`config.mk`:
```
export PLATFORM = sky130hd
export DESIGN_NAME = imf_output_mux
export DESIGN_NICKNAME = d
export VERILOG_FILES = /design/src/rtl/imf_pkg.sv /design/src/rtl/imf_phase_seq.sv /design/src/rtl/imf_slice_mux.sv /design/src/rtl/imf_out_stage.sv /design/src/rtl/imf_output_mux.sv
export SDC_FILE = /design/constraint.sdc
export NUM_CORES = 1
export LEC_CHECK = 0
export BUFFER_PORTS_ARGS = -buffer_cell sky130_fd_sc_hd__clkbuf_2
export CELL_PAD_IN_SITES_DETAIL_PLACEMENT = 0
export CELL_PAD_IN_SITES_GLOBAL_PLACEMENT = 2
export CORE_MARGIN = 8
export CORE_UTILIZATION = 22
export CTS_BUF_LIST = sky130_fd_sc_hd__clkbuf_16
export DETAILED_ROUTE_END_ITERATION = 6
export PLACE_DENSITY_LB_ADDON = 0.08
export RECOVER_POWER = 100
export SLEW_MARGIN = 20
export SYNTH_ARGS = -nofsm -noshare
export SYNTH_HDL_FRONTEND = slang
export SYNTH_SLANG_ARGS = --single-unit
```
`constraint.sdc`:
```
create_clock -name clk -period 5.8 [get_ports clk]
set_clock_uncertainty 0.05 [all_clocks]
set_input_delay 0.29 -clock clk [delete_from_list [all_inputs] [get_ports clk]]
set_output_delay 0.29 -clock clk [all_outputs]
set_load 0.02 [all_outputs]
```
`src/rtl/imf_pkg.sv`:
```
package imf_pkg;

    localparam int RAW_W  = 11;
    localparam int CODE_W = RAW_W - 1;
    localparam int BUS_W  = CODE_W + 1;

    typedef struct packed {
        logic              vld;
        logic              ovr;
        logic [CODE_W-1:0] code;
    } out_word_t;

    function automatic out_word_t fmt_raw(input logic [RAW_W-1:0] raw);
        out_word_t w;
        w.vld = 1'b1;
        if (raw[RAW_W-1]) begin
            w.ovr  = 1'b1;
            w.code = '1;
        end else begin
            w.ovr  = 1'b0;
            w.code = raw[CODE_W-1:0];
        end
        return w;
    endfunction

endpackage

```
`src/rtl/imf_phase_seq.sv`:
```
module imf_phase_seq #(
    parameter int NUM_SLICES = 16,
    parameter int CONV_CYC   = 11,
    localparam int SEL_W     = $clog2(NUM_SLICES),
    localparam int CNT_W     = $clog2(CONV_CYC + 1)
) (
    input  logic             clk,
    input  logic             rst,
    output logic [SEL_W-1:0] sel_o,
    output logic             live_o
);
    localparam logic [SEL_W-1:0] LAST_SEL  = SEL_W'(NUM_SLICES - 1);
    localparam logic [SEL_W-1:0] START_SEL =
        SEL_W'((NUM_SLICES - (CONV_CYC % NUM_SLICES)) % NUM_SLICES);
    localparam logic [CNT_W-1:0] CNT_TOP   = CNT_W'(CONV_CYC);

    logic [SEL_W-1:0] sel_q;
    logic [CNT_W-1:0] cnt_q;

    always_ff @(posedge clk) begin
        if (rst) begin
            sel_q <= START_SEL;
            cnt_q <= '0;
        end else begin
            sel_q <= (sel_q == LAST_SEL) ? '0 : sel_q + 1'b1;
            if (cnt_q != CNT_TOP) cnt_q <= cnt_q + 1'b1;
        end
    end

    assign sel_o  = sel_q;
    assign live_o = (cnt_q == CNT_TOP);

    // the pointer visits the slices in strict ascending order
    assert_rr_step_R1: assert property (@(posedge clk) disable iff (rst)
        (sel_q != LAST_SEL) |=> (sel_q == $past(sel_q) + 1'b1));
    assert_rr_wrap_R1: assert property (@(posedge clk) disable iff (rst)
        (sel_q == LAST_SEL) |=> (sel_q == '0));

endmodule

```
`src/rtl/imf_slice_mux.sv`:
```
module imf_slice_mux
    import imf_pkg::*;
#(
    parameter int NUM_SLICES = 16,
    localparam int SEL_W     = $clog2(NUM_SLICES)
) (
    input  logic [NUM_SLICES*RAW_W-1:0] lanes_i,
    input  logic [SEL_W-1:0]            sel_i,
    output out_word_t                   word_o
);
    logic [RAW_W-1:0] lane_arr [NUM_SLICES];

    for (genvar k = 0; k < NUM_SLICES; k++) begin : g_lane
        assign lane_arr[k] = lanes_i[k*RAW_W +: RAW_W];
    end

    assign word_o = fmt_raw(lane_arr[sel_i]);

endmodule

```
`src/rtl/imf_out_stage.sv`:
```
module imf_out_stage
    import imf_pkg::*;
#(
    parameter int PAD = 0
) (
    input  logic      clk,
    input  logic      rst,
    input  logic      live_i,
    input  out_word_t word_i,
    output out_word_t word_o
);
    out_word_t pipe_q [PAD+1];

    always_ff @(posedge clk) begin
        if (rst)         pipe_q[0] <= '0;
        else if (live_i) pipe_q[0] <= word_i;
    end

    for (genvar g = 1; g <= PAD; g++) begin : g_pad
        always_ff @(posedge clk) begin
            if (rst) pipe_q[g] <= '0;
            else     pipe_q[g] <= pipe_q[g-1];
        end
    end

    assign word_o = pipe_q[PAD];

    // a raised overrange flag always leaves with a saturated code
    assert_clamp_R3: assert property (@(posedge clk) disable iff (rst)
        word_o.ovr |-> (word_o.code == '1));
    // once valid, the output stays valid
    assert_valid_sticky_R6: assert property (@(posedge clk) disable iff (rst)
        word_o.vld |=> word_o.vld);

endmodule

```
`src/rtl/imf_output_mux.sv`:
```
module imf_output_mux
    import imf_pkg::*;
#(
    parameter int NUM_SLICES = 16,
    parameter int CONV_CYC   = 11,
    parameter int LATENCY    = 12,
    localparam int SEL_W     = $clog2(NUM_SLICES),
    localparam int PAD       = LATENCY - CONV_CYC - 1
) (
    input  logic                        clk,
    input  logic                        rst,
    input  logic [NUM_SLICES*RAW_W-1:0] lanes_i,
    input  logic                        oe_n_i,
    output logic [CODE_W-1:0]           code_o,
    output logic                        ovr_o,
    output logic                        dvalid_o,
    output logic [BUS_W-1:0]            bus_oe_o
);
    logic [SEL_W-1:0] sel;
    logic             live;
    out_word_t        mux_word;
    out_word_t        out_word;

    imf_phase_seq #(.NUM_SLICES(NUM_SLICES), .CONV_CYC(CONV_CYC)) u_seq (
        .clk    (clk),
        .rst    (rst),
        .sel_o  (sel),
        .live_o (live)
    );

    imf_slice_mux #(.NUM_SLICES(NUM_SLICES)) u_mux (
        .lanes_i (lanes_i),
        .sel_i   (sel),
        .word_o  (mux_word)
    );

    imf_out_stage #(.PAD(PAD)) u_out (
        .clk    (clk),
        .rst    (rst),
        .live_i (live),
        .word_i (mux_word),
        .word_o (out_word)
    );

    assign code_o   = out_word.code;
    assign ovr_o    = out_word.ovr;
    assign dvalid_o = out_word.vld;
    assign bus_oe_o = {BUS_W{~oe_n_i}};

    // nothing but zeros leaves the block before the first real result
    assert_quiet_before_valid_R8: assert property (@(posedge clk) disable iff (rst)
        !dvalid_o |-> (code_o == '0 && !ovr_o));
    // valid appears only after the sequencer reports a live transfer
    assert_valid_after_live_R6: assert property (@(posedge clk) disable iff (rst)
        $rose(dvalid_o) |-> $past(live));

endmodule

```
Word level (Yosys, flattened, before mapping)
Memory sizes are Yosys's and may differ from the RTL's.
Index checks and enable logic that the tools add are counted.
{"block": "word_totals", "reg_bits": 8, "mem_bits_rw": 12, "in_bits": 179, "output_inout_bits": 23, "word_cells": 26, "memories": 1}
{"block": "classes", "n_addsub": 2, "order_cmp": 1, "n_eq_ne": 3, "muxes": 12, "bitwise_logic": 2, "n_reduce_logical": 2}
{"memory": "u_out.pipe_q", "depth": 1, "word_bits": 12, "read_ports": 1, "rd_ports_with_merged_regs": 0, "write_ports": 1, "line": "imf_out_stage.sv:12", "text": "out_word_t pipe_q [PAD+1];"}
{"cell": "$bmux 11 s4", "count": 1}
{"cell": "$mux 11", "count": 3}
{"cell": "$mux 12", "count": 1}
{"cell": "$reduce_or 12->1", "count": 1}
{"cell": "$add 4x1->4 const B", "count": 2}
{"cell": "$eq 4x4->1 const B", "count": 2}
{"cell": "$mux 1", "count": 6}
{"cell": "$ge 5x5->1 const B", "count": 1}
{"cell": "$not 4->5", "count": 1}
{"cell": "$ne 4x4->1 const B", "count": 1}
{"cell": "$mux 3", "count": 1}
{"cell": "$reduce_or 2->1", "count": 1}
{"cell": "$not 1->1", "count": 1}

Logic depth before layout (Yosys ltp)
Gate-level depths: netlist of the first run.
{"block": "logic_depth", "ltp_word": 6, "mapped_depth": 6, "ltp_nobuf": 4}

Hierarchy
A second synthesis of the first run with hierarchy kept.
{"block": "unflattened", "cells_unflattened": 170, "hier_area_um2": 2282.2}
{"mod": "imf_slice_mux", "instances": 1, "cells_each": 99, "area_per_inst_um2": 1373.8, "seq_area_each_um2": 0.0}
{"mod": "imf_out_stage", "instances": 1, "cells_each": 27, "area_per_inst_um2": 493.0, "seq_area_each_um2": 360.3}
{"mod": "imf_phase_seq", "instances": 1, "cells_each": 33, "area_per_inst_um2": 336.6, "seq_area_each_um2": 160.2}
{"mod": "imf_output_mux", "instances": 1, "cells_each": 11, "area_per_inst_um2": 78.8, "seq_area_each_um2": 0.0}

Least setup slack after synthesis of the first run
Ideal clock, no wire load.
{"block": "synth_path", "path_type": "reg2reg", "from": "register u_seq.sel_q[0], in the netlist u_seq.sel_o[0]", "to": "memory u_out.pipe_q[0][0] in the netlist's numbering (data pin)", "setup_ns": 0.270, "t_arrival_ns": 1.565, "t_required_ns": 5.480, "setup_slack_ns": 3.914, "stages_incl_launch_ff": 7, "path_buffers": 2, "synth_period_minus_slack_ns": 1.886, "cell_sequence": "dfxtp_1 > buf_4 > mux4_2 > a22o_1 > nor2_2 > buf_4 > a31oi_1"}
{"block": "synth_via", "elab_chain_len": 6}
{"item": "from (decl)", "line": "imf_phase_seq.sv:17", "text": "logic [SEL_W-1:0] sel_q;"}
{"item": "from (signal assigned)", "line": "imf_phase_seq.sv:25", "text": "sel_q <= (sel_q == LAST_SEL) ? '0 : sel_q + 1'b1;"}
{"item": "$not 4->5 (implied by the code)", "line": "imf_slice_mux.sv:17", "text": "assign word_o = fmt_raw(lane_arr[sel_i]);"}
{"item": "$bmux 11 s4", "line": "imf_slice_mux.sv:17"}
{"item": "$mux 11 (implied by the code) (2 in a row)", "line": "imf_slice_mux.sv:17"}
{"item": "$mux 11", "line": "imf_pkg.sv:16", "text": "if (raw[RAW_W-1]) begin"}
{"item": "$mux 12 (no source line)"}
{"item": "to (decl)", "line": "imf_out_stage.sv:12"}
Every way passes these cells. The select of a mux whose other input is x is not followed.

Worst setup path after layout of the first run
{"block": "layout_path", "from": "register u_seq.sel_q[0], in the netlist u_seq.sel_o[0]", "to": "memory u_out.pipe_q[0][8] in the netlist's numbering (data pin)"}
Same word-level chain as after synthesis.

==> results of run 1 <==
[flip-flops by register name, indices dropped and copies added, names as in the netlist]
signal and flops:
u_seq.sel_o 4, u_seq.cnt_q 4, u_out.pipe_q 12
[path summary, 6_finish.rpt]
check        depth (start not counted)  slack (ns)                         from                               end
max                                  4        2.89    u_seq.sel_o[0]$_SDFF_PP1_  u_out.pipe_q[0][8]$_SDFFCE_PN0P_
min                                  2        0.28                          rst       u_seq.cnt_q[0]$_SDFFE_PP0P_
max reg2reg                          4        2.89    u_seq.sel_o[0]$_SDFF_PP1_  u_out.pipe_q[0][8]$_SDFFCE_PN0P_
min reg2reg                          2        0.48  u_seq.cnt_q[3]$_SDFFE_PP0P_       u_seq.cnt_q[3]$_SDFFE_PP0P_
[cells by family (layout without fill, tap and decap cells)]
kind of cell | Yosys count | in the layout | synth area share
compound gates | 36 | 36 | 0.120
mux | 45 | 45 | 0.474
xor+xnor | 4 | 4 | 0.0166
fa+ha+maj | 2 | 2 | 0.0119
buf+inv | 30 | 209 | 0.0824
flops | 20 | 20 | 0.247
simple gates | 18 | 18 | 0.0480
[per-layer routing]
layer / track usage / vias to the layer above
met5: 0 / -
met4: 0.0319 / 0
met3: 0.0417 / 7
met2: 0.257 / 127
met1: 0.180 / 1041
li1: - / 1015
[stage by stage]
stage / utilization / power (mW) / area (um2) / std cells / hold WS [ns]
finish: 0.344 / 0.608 / 3200 / 463 / 0.278
global route: 0.344 / 0.644 / 3200 / 463 / 0.281
CTS: 0.348 / 0.619 / 3230 / 463 / 0.268
detailed placement: 0.337 / 0.442 / 3130 / 459 / 0.450
global placement: 0.337 / 0.440 / 3130 / 459 / 0.452
floorplan: - / 0.345 / 2110 / 155 / 0.430
[worst reg2reg max path: cells and delay by family (launching register included)]
family | cells | cell delay [ns]
AO/OA/AOI/OAI | 2 | 0.40
AND/OR/NAND/NOR | 1 | 0.61
multiplexers | 1 | 0.62
flip-flops | 1 | 0.92
[cell usage in the layout, fill, tap and decap left out, types with 2 or more instances in the layout]
| master | count |
|---|---|
| clkbuf_1 | 23 |
| clkbuf_16 | 4 |
| edfxtp_1 | 12 |
| clkbuf_2 | 178 |
| nor2_1 | 7 |
| ha_1 | 2 |
| dfxtp_1 | 6 |
| a21oi_1 | 2 |
| nand2b_1 | 2 |
| xnor2_1 | 3 |
| mux4_2 | 44 |
| nor2b_1 | 2 |
| a31oi_1 | 10 |
| a22oi_1 | 20 |
| inv_1 | 3 |
| a22o_1 | 2 |
[final cells by class]
type,count,area (um2)
fill,1010,6090
tap,129,161
multi-input combinational,105,1410
inverter,3,11.3
sequential,20,526
timing repair buffer,202,985
clock buffer,4,100
[power by group through the flow]
stage	logic [mW]	registers (mW)	clock network (mW)
after detailed placement	0.259	0.182	0
after CTS	0.260	0.179	0.180
after global routing	0.274	0.183	0.187
final	0.253	0.178	0.177
after floorplan	0.174	0.171	0
after global placement	0.258	0.182	0
==> results.yml, run 1 <==
sta:
  fin_crit_ns: 2.91
  slew_viol_final: 0
  tightest_slew_ns: 1.00
  rsz0062_at_grt: "false"
  setup_violations: 0
  period_share: 0.501
  fin_ws_ns: 2.89
  finalSetupTns_ns: 0
  fmax_mhz: 344
  slew-limit-headroom: 0.331
  finalHoldViolCount: 0
die:
  core_mm2: 0.00928
  die_y_um: 114
  placementRows: 35
  dieArea_mm2: 0.0130
  die_w_um: 114
  ioPinCount: 202
  start_util: 0.227
final_layout:
  drive_gt1_frac: 0.686
  syn2layout_area_growth_pct: 51.5
  finalNetCount: 516
  antenna_cells: 0
drt:
  firstDrtPassIters: 4
  vias_per_cell: 4.73
  antenna_left: 0
  top_layer: "met4"
  drc_errors: 0
  drt-met1-wl_um: 4170
  routedWlPerCell_um: 21.3
  routed-via-count: 2190
  drt-initial-drc-count: 65
  wl_um: 9880
  met2_wirelength_um: 4820
  wl_met3_um: 794
clocking:
  post-cts-setup-buffers: 0
  cts_tree: "built"
  ctsHtreeMaxLevel: 1
  cts_buffers: 3
  ctsHoldBuffers: 0
  cts_buffer_depth: 2
  cts-resized-gates: 0
  clk-insertion-delay-late_ns: 0.26
  clk_pin_slew_worst_paths_ns: 0.06
  cts.sinks: 20
  cts_root_buf: "clkbuf_16"
place:
  gp_congestion: 0.720
  place_hpwl_um: 8480
  numPortBuffers: 201
  place_ws_ns: 3.07
synthesis:
  yosysWarningCount: 0
  synth.top_cells.by_count: "mux4_2 (44), a22oi_1 (20), buf_4 (16)"
  async_flop_share: 0
  ys.flop_type: "edfxtp_1"
  post-synth-top-area-cell: "mux4_2"
  synth_area_leaders: "mux4_2 (47%), edfxtp_1 (17%), dfxtp_1 (7.6%)"
  synth_most_common_cell: "mux4_2"
  synthesis.nets: 336
  synth_seq_cells: 20
  synth_cells: 155
  synth_top_area_frac: 0.470
  netlist_area_mm2: 0.00211
  ys_types: 28
  ys_seq_area_frac: 0.247
  synth_edf_count: 12
  syn_avg_cell_area_um2: 13.6
setup_path:
  arrival_ns: 2.82
  cp_slowest_cell: "dfxtp_4"
  path_cells: "mux4_2, a22o_1, nor2_1, a31oi_1"
  crit_type: "reg2reg"
  critPathLaunchType: "flop"
  cp-end-kind: "flop"
  worst_ep_required_time_ns: 5.71
  crit_path_max_fanout: 48
  crit_buf_inv: 0
  max_stage_delay_ns: 0.92
  crit_family: "flip-flops"
power:
  sw_frac_of_total: 0.308
  leakage_nw: 1.48
  p_clk_frac: 0.292
  ir_worst_vdd_uv: 93.5
  power.density_mw_per_mm2: 190
  p_comb_frac: 0.416
  p_switching_uw: 187
  pwr-share-seq: 0.293
  internal_power_uw: 421
grt:
  grt_pass1_wl_um: 14800
  grt.overflow.total: 0
  grt_pass1_vias: 2658
  grt_max_degree: 49
  grt_usage: 0.149
  grt_antenna_before_repair: 0
run_status:
  run_status: "finished clean"
hold_path:
  hold_path_class: "in2reg"
job:
  maxCapViolations: 0
No activity file was read; power rests on OpenSTA's default activity.
==> run 2: changes to the inputs <==
--- a/config.mk
+++ b/config.mk
@@ -9,7 +9,7 @@
 export CELL_PAD_IN_SITES_DETAIL_PLACEMENT = 0
 export CELL_PAD_IN_SITES_GLOBAL_PLACEMENT = 2
 export CORE_MARGIN = 8
-export CORE_UTILIZATION = 22
+export CORE_UTILIZATION = 18
 export CTS_BUF_LIST = sky130_fd_sc_hd__clkbuf_16
 export DETAILED_ROUTE_END_ITERATION = 6
 export PLACE_DENSITY_LB_ADDON = 0.08
==> constraint.sdc (replaced) <==
create_clock -name clk -period 2.5 [get_ports clk]
set_clock_uncertainty 0.05 [all_clocks]
set_input_delay 0.125 -clock clk [delete_from_list [all_inputs] [get_ports clk]]
set_output_delay 0.125 -clock clk [all_outputs]
set_load 0.02 [all_outputs]
==> results.yml, run 2 (synthesis gave the netlist of run 1 again) <==
run_status:
  run_status: "finished clean"
final_layout:
  final_cell_mix: "clkbuf_2 (179), mux4_2 (44), clkbuf_1 (23), a22oi_1 (20), edfxtp_1 (12)"
  n_fill_cell: 1259
  finalNetCount: 523
  multi_input_area_mm2: 0.00142
  final_common_cell: "clkbuf_2"
  drive_gt1_frac: 0.692
  regMostFlops: "u_out.pipe_q"
  antenna_cells: 0
  syn2layout_area_growth_pct: 55.0
  seqCellArea_um2: 526
  largest_reg_flops: 12
grt:
  grt_pass1_vias: 2807
  grt.overflow.total: 0
  grt_usage: 0.133
  grt_antenna_before_repair: 0
  grt_pass1_wl_um: 16300
  grt_max_degree: 25
power:
  ir_worst_vdd_uv: 221
  power_mw: 1.36
  power.density_mw_per_mm2: 417
  leakage_nw: 1.52
setup_path:
  crit_end: "u_out.pipe_q[0][1]$_SDFFCE_PN0P_"
  cp-end-kind: "flop"
  crit_type: "reg2reg"
  critPathLaunchType: "flop"
  crit_path_max_fanout: 18
  critPathLaunch: "u_seq.sel_o[0]$_SDFF_PP1_"
  rrSetupSlack_ns: 0.32
  rr_startpoint: "u_seq.sel_o[0]$_SDFF_PP1_"
  worstReg2RegEnd: "u_out.pipe_q[0][1]$_SDFFCE_PN0P_"
  arrival_ns: 2.09
  cp_slowest_cell: "dfxtp_4"
  rr_worst_depth: 5
  worst_ep_required_time_ns: 2.41
  max_stage_delay_ns: 0.58
  path_cells: "mux4_2, a22o_1, nor2_2, clkbuf_2, a31oi_1"
die:
  start_util: 0.185
  dieArea_mm2: 0.0154
  placementRows: 39
  die_w_um: 124
  die_y_um: 124
  ioPinCount: 202
  core_mm2: 0.0114
sta:
  period_share: 0.870
  fin_crit_ns: 2.18
  rsz0062_at_grt: "false"
  finalHoldViolCount: 0
  tightest_slew_ns: 0.769
  setup_violations: 0
  slew_viol_final: 0
  fmax_mhz: 460
  holdWs_ns: 0.106
  finalSetupTns_ns: 0
  slew-limit-headroom: 0.488
job:
  maxCapViolations: 0
drt:
  antenna_left: 0
  drt-initial-drc-count: 40
  routedWlPerCell_um: 21.6
  wl_um: 10500
  drc_errors: 0
  vias_per_cell: 4.58
  firstDrtPassIters: 4
  routed-via-count: 2219
clocking:
  cts_tree: "built"
  ctsHtreeMaxLevel: 1
  cts-resized-gates: 0
  clk_pin_slew_worst_paths_ns: 0.06
  cts_root_buf: "clkbuf_16"
  post-cts-setup-buffers: 0
  ctsHoldBuffers: 0
  cts_buffers: 3
  clk-insertion-delay-late_ns: 0.25
  cts.sinks: 20
  cts_buffer_depth: 2
place:
  numPortBuffers: 201
  place_hpwl_um: 9330
  gp_congestion: 0.707
hold_path:
  hold_depth: 2
  min_from: "rst"
  hold_path_class: "in2reg"
-- run 2: cell types whose count changed in the layout (fill, tap and decap cells not counted) --
cell,change
buf_12,+2
nor2_1,-1
nor2_2,+1
inv_1,+1
clkbuf_2,+1
clkbuf_16,-1
buf_4,+4
-- run 2: worst min-delay path by stage --
stage	slack, ns	to
2_1_floorplan	0.35	u_seq.cnt_q[1]$_SDFFE_PP0P_
3_3_place_gp	0.39	u_seq.sel_o[3]$_SDFF_PP0_
3_5_place_dp	0.38	u_seq.cnt_q[0]$_SDFFE_PP0P_
4_1_cts	0.11	u_seq.sel_o[3]$_SDFF_PP0_
5_1_grt	0.16	u_seq.sel_o[3]$_SDFF_PP0_
6_report	0.11	u_seq.sel_o[3]$_SDFF_PP0_
-- run 2: final cells by class --
class	instances	share of cell area
Clock inverter	1	0.00115
Multi-Input combinational cell	105	0.433
Clock buffer	3	0.0230
Inverter	3	0.00344
Sequential cell	20	0.161
Tap cell	143	0.0547
Timing Repair Buffer	209	0.324
-- run 2: worst max-delay path: cells and delay by family (launching register included) --
kind	cells	cell delay, ns
buffers and inverters	1	0.25
AO/OA/AOI/OAI	2	0.35
AND/OR/NAND/NOR	1	0.10
flip-flops	1	0.58
multiplexers	1	0.55
-- run 2: per-layer routing --
metal	global-route usage	routed length (um)	vias up
met3	0.0451	919	4
li1	-	-	1032
met2	0.230	5200	128
met5	0	0	-
met4	0.0276	78	0
met1	0.154	4270	1055
-- run 2: metrics by stage --
| stage | util | instance area [um2] | setup slack (ns) | cells |
|---|---|---|---|---|
| 2_1_floorplan | - | 2110 | 0.614 | 155 |
| 3_3_place_gp | 0.282 | 3220 | 0.379 | 480 |
| 3_5_place_dp | 0.282 | 3220 | 0.361 | 480 |
| 4_1_cts | 0.289 | 3300 | 0.353 | 484 |
| 5_1_grt | 0.286 | 3270 | 0.153 | 484 |
| 6_report | 0.286 | 3270 | 0.324 | 484 |
-- run 2: where the power goes --
group / switching (mW) / total [mW] / leakage (nW) / internal [mW]
clock: 0.112 / 0.325 / 0.0423 / 0.213
sequential: 0.0436 / 0.412 / 0.190 / 0.369
combinational: 0.269 / 0.626 / 1.28 / 0.357
total: 0.425 / 1.36 / 1.52 / 0.939
==> run 3: changes to the inputs <==
--- a/config.mk
+++ b/config.mk
@@ -5,15 +5,16 @@
 export SDC_FILE = /design/constraint.sdc
 export NUM_CORES = 1
 export LEC_CHECK = 0
+export ABC_AREA = 1
 export BUFFER_PORTS_ARGS = -buffer_cell sky130_fd_sc_hd__clkbuf_2
 export CELL_PAD_IN_SITES_DETAIL_PLACEMENT = 0
 export CELL_PAD_IN_SITES_GLOBAL_PLACEMENT = 2
 export CORE_MARGIN = 8
-export CORE_UTILIZATION = 18
+export CORE_UTILIZATION = 16
 export CTS_BUF_LIST = sky130_fd_sc_hd__clkbuf_16
 export DETAILED_ROUTE_END_ITERATION = 6
 export PLACE_DENSITY_LB_ADDON = 0.08
-export RECOVER_POWER = 100
+export RECOVER_POWER = 50
 export SLEW_MARGIN = 20
 export SYNTH_ARGS = -nofsm -noshare
 export SYNTH_HDL_FRONTEND = slang
==> results.yml, run 3 <==
die:
  dieArea_mm2: 0.0218
  die_y_um: 148
  core_mm2: 0.0171
  ioPinCount: 202
  die_w_um: 148
  placementRows: 48
  start_util: 0.162
clocking:
  cts_buffers: 3
  cts_buffer_depth: 2
  post-cts-setup-buffers: 0
  clk-insertion-delay-late_ns: 0.25
  cts_tree: "built"
  ctsHtreeMaxLevel: 1
  cts.sinks: 20
  cts_root_buf: "clkbuf_16"
  ctsHoldBuffers: 0
  cts-resized-gates: 0
  clk_pin_slew_worst_paths_ns: 0.06
final_layout:
  n_fill_cell: 2092
  syn2layout_area_growth_pct: 40.1
  final_cell_mix: "nand2_1 (256), clkbuf_2 (179), nand3_1 (88), nor2_1 (52), inv_1 (45)"
  largest_reg_flops: 12
  regMostFlops: "u_out.pipe_q"
  antenna_cells: 0
  drive_gt1_frac: 0.277
  finalNetCount: 886
  final_common_cell: "nand2_1"
drt:
  wl_um: 14300
  antenna_left: 0
  routedWlPerCell_um: 15.4
  vias_per_cell: 4.01
  firstDrtPassIters: 4
  routed-via-count: 3721
  drc_errors: 0
  drt-initial-drc-count: 130
sta:
  tightest_slew_ns: 0.749
  setup_violations: 0
  rsz0062_at_grt: "false"
  fmax_mhz: 483
  finalSetupTns_ns: 0
  fin_crit_ns: 2.07
  finalHoldViolCount: 0
  slew-limit-headroom: 0.501
  slew_viol_final: 0
  period_share: 0.828
  holdWs_ns: 0.123
place:
  numPortBuffers: 201
  gp_congestion: 0.773
  place_hpwl_um: 12000
synthesis:
  synth_area_leaders: "nand2_1 (35%), nand3_1 (16%), edfxtp_1 (13%)"
  synth_cells: 532
  netlist_area_mm2: 0.00277
  synth_most_common_cell: "nand2_1"
  synthesis.nets: 713
  syn_avg_cell_area_um2: 5.21
  synth_seq_cells: 20
  ys.flop_type: "edfxtp_1"
  synth_edf_count: 12
  ys_types: 22
  post-synth-top-area-cell: "nand2_1"
  ys_seq_area_frac: 0.188
  synth_top_area_frac: 0.346
  synth.top_cells.by_count: "nand2_1 (256), nand3_1 (88), nor2_1 (52)"
  yosysWarningCount: 0
  async_flop_share: 0
setup_path:
  worst_ep_required_time_ns: 2.45
  arrival_ns: 2.02
  cp-end-kind: "flop"
  rr_worst_depth: 8
  critPathLaunchType: "flop"
  crit_type: "reg2reg"
  crit_path_max_fanout: 35
grt:
  grt.overflow.total: 0
  grt_antenna_before_repair: 0
  grt_pass1_vias: 4013
  gr-usage-met2: 0.212
  gr-usage-met3: 0.0416
  busiest_layer: "met2"
  use_met1: 0.158
  grt_usage: 0.125
  grt_pass1_wl_um: 21900
  grt_max_degree: 47
power:
  leakage_nw: 2.30
  p_switching_uw: 696
  p_clk_frac: 0.208
  p_comb_frac: 0.552
  sw_frac_of_total: 0.432
  pwr-share-seq: 0.240
  ir_worst_vdd_uv: 224
  power.density_mw_per_mm2: 415
  internal_power_uw: 915
run_status:
  run_status: "finished clean"
job:
  maxCapViolations: 0
hold_path:
  hold_path_class: "in2reg"
  hold_depth: 3
run 3: cell count changes in the layout (fill, tap and decap cells not counted), sizes merged, moves of 15 or more:
| cell | delta |
|---|---|
| mux4 | -44 |
| nand3 | +87 |
| nand2 | +256 |
| nor2 | +46 |
| o21ai | +15 |
| inv | +43 |
| a22oi | -20 |
run 3: layout make-up:
cell class | count | area [um2] | area share
Multi-Input combinational cell | 421 | 1750 | 0.451
Timing Repair Buffer | 211 | 1060 | 0.273
Sequential cell | 20 | 524 | 0.135
Tap cell | 225 | 282 | 0.0725
Inverter | 48 | 185 | 0.0477
Clock buffer | 3 | 75.1 | 0.0193
Clock inverter | 1 | 3.75 | 0.000966
run 3: cells by family (layout without fill, tap and decap cells):
| kind of cell | count (synthesis) | after routing | synth area share |
|---|---|---|---|
| flops | 20 | 20 | 0.188 |
| fa+ha+maj | 2 | 2 | 0.00902 |
| xor+xnor | 3 | 3 | 0.00947 |
| buf+inv | 91 | 263 | 0.180 |
| simple gates | 399 | 399 | 0.583 |
| compound gates | 17 | 17 | 0.0307 |
run 3: critical path, cell delays in order (launching register included):
cell	delay, ns
dfxtp_4	0.45
clkbuf_2	0.62
nand2_1	0.11
nand3_1	0.12
nand3_1	0.14
nand3_1	0.13
nand2_1	0.07
nand2_1	0.06
nand2_1	0.05
run 3: metrics by stage:
| stage | setup slack (ns) | utilization | instances | power, mW | area, um2 |
|---|---|---|---|---|---|
| floorplan | 1.03 | - | 532 | 0.969 | 2770 |
| global placement | 0.442 | 0.224 | 925 | 1.32 | 3840 |
| detailed placement | 0.414 | 0.224 | 925 | 1.32 | 3840 |
| CTS | 0.399 | 0.229 | 929 | 1.65 | 3920 |
| global route | 0.187 | 0.227 | 929 | 1.77 | 3880 |
| finish | 0.429 | 0.227 | 929 | 1.61 | 3880 |
run 3: metal layers:
metal / routed length, um / vias up
met1: 6300 / 1616
li1: - / 1974
met4: 19 / 0
met3: 1330 / 4
met2: 6620 / 127
met5: 0 / -
run 3: path summary, 6_finish.rpt:
kind | startpoint | end | slack, ns
max reg2reg | u_seq.sel_o[0]$_SDFF_PP1_ | u_out.pipe_q[0][7]$_SDFFCE_PN0P_ | 0.43
max | u_seq.sel_o[0]$_SDFF_PP1_ | u_out.pipe_q[0][7]$_SDFFCE_PN0P_ | 0.43
min reg2reg | u_seq.cnt_q[3]$_SDFFE_PP0P_ | u_seq.cnt_q[3]$_SDFFE_PP0P_ | 0.40
min | rst | u_seq.sel_o[0]$_SDFF_PP1_ | 0.12
run 3: power groups by stage:
stage,registers (mW),logic [mW],clock network (mW)
floorplan,0.394,0.575,0
global placement,0.393,0.924,0
detailed placement,0.393,0.922,0
CTS,0.387,0.925,0.340
global route,0.389,1.03,0.355
finish,0.386,0.889,0.336
